## config.mk

```make
export PLATFORM = sky130hd
export DESIGN_NAME = ubr_transceiver
export DESIGN_NICKNAME = d
export VERILOG_FILES = /design/src/rtl/ubr_pkg.sv /design/src/rtl/ubr_edge_det.sv /design/src/rtl/ubr_store.sv /design/src/rtl/ubr_path.sv /design/src/rtl/ubr_transceiver.sv
export SDC_FILE = /design/constraint.sdc
export NUM_CORES = 1
export LEC_CHECK = 0
export BUFFER_PORTS_ARGS = -buffer_cell sky130_fd_sc_hd__buf_4
export CELL_PAD_IN_SITES_DETAIL_PLACEMENT = 1
export CELL_PAD_IN_SITES_GLOBAL_PLACEMENT = 2
export CORE_MARGIN = 4
export CORE_UTILIZATION = 26
export DETAILED_ROUTE_END_ITERATION = 8
export PLACE_DENSITY_LB_ADDON = 0.1
export SYNTH_ARGS = -nofsm -noshare
export SYNTH_HDL_FRONTEND = slang
export SYNTH_HIERARCHICAL = 1
export SYNTH_SLANG_ARGS = --single-unit
```

## constraint.sdc

```tcl
create_clock -name clk -period 1.7 [get_ports clk]
set_clock_uncertainty 0.2 [all_clocks]
set_input_delay 0.17 -clock clk [delete_from_list [all_inputs] [get_ports clk]]
set_output_delay 0.17 -clock clk [all_outputs]
set_load 0.02 [all_outputs]
```

## src/rtl/ubr_pkg.sv

```systemverilog
package ubr_pkg;
  localparam int unsigned DEF_WIDTH = 18;
  localparam int unsigned NUM_DIR   = 2;

  typedef struct packed {
    logic oe_n;
    logic pass;
    logic stb;
    logic stb_gate_n;
  } ubr_ctrl_t;
endpackage

```

## src/rtl/ubr_edge_det.sv

```systemverilog
module ubr_edge_det (
  input  logic clk,
  input  logic level,
  output logic rise
);
  logic level_q;

  always_ff @(posedge clk) level_q <= level;

  assign rise = level & ~level_q;
endmodule

```

## src/rtl/ubr_store.sv

```systemverilog
module ubr_store #(
  parameter int unsigned WIDTH = 18
) (
  input  logic             clk,
  input  logic             rst,
  input  logic             pass,
  input  logic             rise,
  input  logic             gate_n,
  input  logic [WIDTH-1:0] d,
  output logic [WIDTH-1:0] q
);
  logic load;

  assign load = pass | (rise & ~gate_n);

  always_ff @(posedge clk) begin
    if (rst)       q <= '0;
    else if (load) q <= d;
  end

  assert_reset_clear_R1: assert property (@(posedge clk) rst |=> (q == '0));
  assert_pass_follow_R2: assert property (@(posedge clk) disable iff (rst)
    pass |=> (q == $past(d)));
  assert_edge_load_R3: assert property (@(posedge clk) disable iff (rst)
    (!pass && rise && !gate_n) |=> (q == $past(d)));
  assert_steady_hold_R4: assert property (@(posedge clk) disable iff (rst)
    (!pass && !rise) |=> $stable(q));
  assert_gated_hold_R5: assert property (@(posedge clk) disable iff (rst)
    (!pass && gate_n) |=> $stable(q));
endmodule

```

## src/rtl/ubr_path.sv

```systemverilog
module ubr_path
  import ubr_pkg::*;
#(
  parameter int unsigned WIDTH = 18
) (
  input  logic             clk,
  input  logic             rst,
  input  ubr_ctrl_t        ctrl,
  input  logic [WIDTH-1:0] din,
  output logic [WIDTH-1:0] dout,
  output logic             drive
);
  logic rise;

  ubr_edge_det u_edge (
    .clk   (clk),
    .level (ctrl.stb),
    .rise  (rise)
  );

  ubr_store #(.WIDTH(WIDTH)) u_store (
    .clk    (clk),
    .rst    (rst),
    .pass   (ctrl.pass),
    .rise   (rise),
    .gate_n (ctrl.stb_gate_n),
    .d      (din),
    .q      (dout)
  );

  always_ff @(posedge clk) begin
    if (rst) drive <= 1'b0;
    else     drive <= ~ctrl.oe_n;
  end

  assert_drive_reset_R1: assert property (@(posedge clk) rst |=> !drive);
  assert_drive_on_R6: assert property (@(posedge clk) disable iff (rst)
    $fell(ctrl.oe_n) |=> drive);
  assert_drive_off_R6: assert property (@(posedge clk) disable iff (rst)
    $rose(ctrl.oe_n) |=> !drive);
  assert_float_still_loads_R7: assert property (@(posedge clk) disable iff (rst)
    (ctrl.oe_n && ctrl.pass) |=> (dout == $past(din)));
endmodule

```

## src/rtl/ubr_transceiver.sv

```systemverilog
module ubr_transceiver
  import ubr_pkg::*;
#(
  parameter int unsigned WIDTH = DEF_WIDTH
) (
  input  logic             clk,
  input  logic             rst,
  input  logic [WIDTH-1:0] ab_din,
  input  logic             ab_oe_n,
  input  logic             ab_pass,
  input  logic             ab_stb,
  input  logic             ab_stb_gate_n,
  output logic [WIDTH-1:0] ab_dout,
  output logic             ab_drive,
  input  logic [WIDTH-1:0] ba_din,
  input  logic             ba_oe_n,
  input  logic             ba_pass,
  input  logic             ba_stb,
  input  logic             ba_stb_gate_n,
  output logic [WIDTH-1:0] ba_dout,
  output logic             ba_drive
);
  ubr_ctrl_t        ctrl  [NUM_DIR];
  logic [WIDTH-1:0] din   [NUM_DIR];
  logic [WIDTH-1:0] dout  [NUM_DIR];
  logic             drive [NUM_DIR];

  assign ctrl[0] = '{oe_n: ab_oe_n, pass: ab_pass, stb: ab_stb, stb_gate_n: ab_stb_gate_n};
  assign ctrl[1] = '{oe_n: ba_oe_n, pass: ba_pass, stb: ba_stb, stb_gate_n: ba_stb_gate_n};
  assign din[0]  = ab_din;
  assign din[1]  = ba_din;

  for (genvar g = 0; g < NUM_DIR; g++) begin : g_dir
    ubr_path #(.WIDTH(WIDTH)) u_path (
      .clk   (clk),
      .rst   (rst),
      .ctrl  (ctrl[g]),
      .din   (din[g]),
      .dout  (dout[g]),
      .drive (drive[g])
    );
  end

  assign ab_dout  = dout[0];
  assign ab_drive = drive[0];
  assign ba_dout  = dout[1];
  assign ba_drive = drive[1];

  // the A-to-B outputs hold still while only B-to-A inputs could act
  assert_dir_isolation_R9: assert property (@(posedge clk) disable iff (rst)
    (!ab_pass && ab_stb == $past(ab_stb) && ab_oe_n == $past(ab_oe_n))
      |=> ($stable(ab_dout) && $stable(ab_drive)));
endmodule

```

After elaboration in Yosys (flattened, before gate mapping):

Cells that the tools add are included.
Widths: inputs -> output; s select.

* logic and storage cells: 18
* output and inout port bits: 38
* register bits after elaboration: 40

* bitwise gates (word level): 12

Operators with widths (count)
* $not 1->1: 6
* $and 1x1->1: 4
* $or 1x1->1: 2

Depth between registers and ports, before layout:

* depth after elaboration: 4
* gate-level depth with buffers: 5
* depth with buffers taken out: 3

By module:

Netlist, hierarchy kept.

Modules (own cells, without submodules)
* ubr_store: cells each 79, seq. area each 360.3 um^2, area an instance 820.8 um^2, instances 2
* ubr_edge_det: cells each 2, seq. area each 20.0 um^2, area an instance 33.8 um^2, instances 2
* ubr_path: cells each 2, seq. area each 20.0 um^2, area an instance 23.8 um^2, instances 2

Worst setup path after synthesis:

OpenSTA, ideal clock, no wires.

* kind: register -> register
* start: register g_dir[0].u_path.u_edge.level_q
* end: register g_dir[0].u_path.u_store.q[10]
* arrival: 0.948 ns
* cell stages (with the launch flop): 6
* setup slack: 0.481 ns
* required time: 1.428 ns
* path through: dfxtp_1 nor2b_4 a21oi_2 buf_6 buf_12 mux2i_1

* longest elaborated chain between the ends: 4

Ends and longest elaborated chain
* start: declaration: line ubr_edge_det.sv:6 `logic level_q;`
* start signal: assignment: line ubr_edge_det.sv:8 `always_ff @(posedge clk) level_q <= level;`
* $not 1->1: line ubr_edge_det.sv:10 `assign rise = level & ~level_q;`
* $and 1x1->1: line ubr_edge_det.sv:10
* named net g_dir[0].u_path.rise: line ubr_path.sv:13 `logic rise;`
* $and 1x1->1: line ubr_store.sv:14 `assign load = pass | (rise & ~gate_n);`
* $or 1x1->1: line ubr_store.sv:14
* end signal: assignment: line ubr_store.sv:17 `if (rst) q <= '0;`
* end signal: assignment: line ubr_store.sv:18 `else if (load) q <= d;`
* end: declaration: line ubr_store.sv:10 `output logic [WIDTH-1:0] q`

The timed path passes the listed nets, and every way through them passes these cells.
A chain may end at the register's enable or synchronous reset.

Worst setup path after layout:

* start: input port ba_stb
* end: register g_dir[1].u_path.u_store.q[10]

* longest elaborated chain between the ends: 3

Ends and longest elaborated chain
* start: declaration: line ubr_transceiver.sv:18 `input logic ba_stb,`
* $and 1x1->1: line ubr_edge_det.sv:10
* named net g_dir[1].u_path.rise: line ubr_path.sv:13
* $and 1x1->1: line ubr_store.sv:14
* $or 1x1->1: line ubr_store.sv:14
* end signal: assignment: line ubr_store.sv:17
* end signal: assignment: line ubr_store.sv:18
* end: declaration: line ubr_store.sv:10

The timed path passes the listed nets, and every way through them passes these cells.

==> results.toml <==
[synthesis]
synthMostInstantiatedCell = "nand2b_1"
yosysTopAreaCellShare_pct = 45.6
synth_simple_gate_area_share_pct = 27.6
synth-compound-area-share_pct = 0.997
synth_edf_count = 0
ys.flop_type = "dfxtp_1"
ys_types = 10
synth.area.mux_share_pct = 20.5
synthXorXnorAreaFrac_pct = 0
synthTopCellsByCount = "nand2b_1 (72), dfxtp_1 (40), mux2i_1 (36)"
synth_area_leaders = "dfxtp_1 (46%), nand2b_1 (26%), mux2i_1 (21%)"
synth_fa_ha_area_share_pct = 0
synth_top_family_by_area = "simple AND/OR/NAND/NOR gates"
synth_area_per_cell_sq_um = 10.6
netlist_instances = 166
async_reset_ff_share_pct = 0
ys_warn_count = 6
ys_ff_latch = 40
synth-seq-area-share_pct = 45.6
yosysTopAreaCell = "dfxtp_1"
syn_area_sq_mm = 0.00176
synth_nets = 212

[pwr]
p_per_area_mw_per_mm2 = 743
leakagePower_uw = 0.00135
vdd_ir_drop_max_mv = 0.354

[setup_path]
path_class = "input pin to flop"
crit_start = "ba_stb"
worst-path-max-fanout = 18
cp-end-kind = "flop"
required_ns = 1.71
timing.rr.start = "g_dir[1].u_path/u_edge/level_q$_DFF_P_"
crit_chain = "dlygate4sd3_1, buf_4, nor2b_4, a21oi_2, buf_12, mux2i_1"
cpPeakStageDelay_ns = 0.55
cp_slowest_cell = "dlygate4sd3_1"
cp.arrival_ns = 1.58
worstSetupStartpointType = "input pin"

[global_routing]
grt_max_degree = 45
overflow = 0
grt_util_all_layers_pct = 11.7
grt_pass1_wl_um = 7810
antenna_found_initial = 0
grt_pass1_vias = 1595

[clocking]
clock_latency_ns = 0.28
path_clk_slew_ns = 0.07
cts_resized = 0
postCtsSetupBuffers = 0
cts_made_buffers = 5
cts.sinks = 40
cts_tree = "done"
clockRootBuffer = "clkbuf_8"
clockBufferDepth = 2
cts_hold_buffers = 40
htreeDepth = 2

[placement]
port_buffers = 83
place_inst = 319
place.detailed.hpwl_um = 3000
dpl_cell_area_sq_mm = 0.00245
gp_congestion = 0.668

[sta]
post-route-period-util_pct = 92.3
worst_pin_slew_ns = 0.258
setup_violations = 0
rsz0062_at_grt = "no"
setup-tns-final_ns = 0
slew_headroom_pct = 82.8
period_needed_ns = 1.57
slew_viol_final = 0
timing.final.hold_violations = 0
max_freq_mhz = 637

[route]
wl_um = 4580
postRouteAntennaNets = 0
drc = 0
routedWlPerCell_um = 12.5
avgViaCountPerCell = 4.16
dr.pass1.iters = 4
vias = 1525
drt-initial-drc-count = 44

[flow_run]
drv_cap = 0

[finish]
fillers = 727
finalNonFillerCells = 367
design_area_sq_mm = 0.00294
diodes = 0
layout.nets = 335
drive_gt1_share_pct = 33.1
syn2layout_area_growth_pct = 67.5

[floorplanning]
num_rows = 29
die_area_sq_mm = 0.00814
coreArea_sq_mm = 0.00646
die_h_um = 90.2
start_util_pct = 27.2
io_pins = 84
die_x_um = 90.2

[hold_path]
hold_start = "rst"
worstHoldPathType = "input pin to flop"

[status]
status = "finished clean"
-- worst max-delay path: cells and delay by family --
kind | cells | cell delay, ns
simple gates | 1 | 0.12
buf+inv | 3 | 0.89
compound gates | 1 | 0.17
mux | 1 | 0.21
-- path summary, 6_finish.rpt --
| kind | to | slack (ns) | depth (start not counted) |
|---|---|---|---|
| setup / recovery | g_dir[1].u_path/u_store/q[10]$_SDFFE_PP0P_ | 0.13 | 6 |
| setup reg to reg | g_dir[1].u_path/u_store/q[10]$_SDFFE_PP0P_ | 0.43 | 4 |
| hold / removal | g_dir[0].u_path/drive$_SDFF_PP0_ | 0.03 | 2 |
| hold reg to reg | g_dir[1].u_path/u_store/q[4]$_SDFFE_PP0P_ | 0.28 | 2 |
-- where the power goes --
group,switching (uW),internal [uW]
logic,217,299
registers,32.5,1000
clock network,307,331
total,556,1630
-- routing by layer --
metal / up-vias / part of all wire [%] / global-route usage (%)
li1: 773 / - / -
met1: 700 / 41 / 13.6
met4: 0 / 0.98 / 3.44
met3: 5 / 8.0 / 4.76
met2: 47 / 50 / 19.6
met5: - / 0 / 0
-- flip-flops by register name (all words and copies together) (netlist names) --
signal                       cells
g_dir.u_path/u_edge/level_q      2
g_dir.u_path/drive               2
g_dir.u_path/u_store/q          36
-- final cells by class --
class	instances	area (sq um)	share of cell area, %
Clock buffer	8	90.1	3.06
Inverter	2	7.51	0.255
Multi-Input combinational cell	114	863	29.3
Sequential cell	40	801	27.2
Tap cell	77	96.3	3.28
Timing Repair Buffer	126	1080	36.8
-- per-stage QoR --
stage	hold WS (ns)	setup slack, ns	power [uW]	util, %
after floorplan	-0.00228	0.481	1290	-
after global placement	0.0841	0.452	1500	38.0
after detailed placement	0.0874	0.415	1500	38.0
after CTS	0.0221	0.140	2240	45.5
after global routing	0.0357	0.0631	2320	45.5
final	0.0340	0.130	2190	45.5
-- cell families after synthesis --
family          count (synthesis)
compound gates                  2
mux                            36
buf+inv                        12
flops                          40
simple gates                   76
-- placed cells by master (no fill, tap or decap) --
master and count:
a21oi_2 2, buf_12 3, buf_4 83, clkbuf_1 2, clkbuf_8 6, dfxtp_1 40, dlygate4sd3_1 40, inv_1 2
mux2i_1 36, nand2b_1 72, nor2_1 2, nor2b_4 2
(Power assumes the default switching activity.)
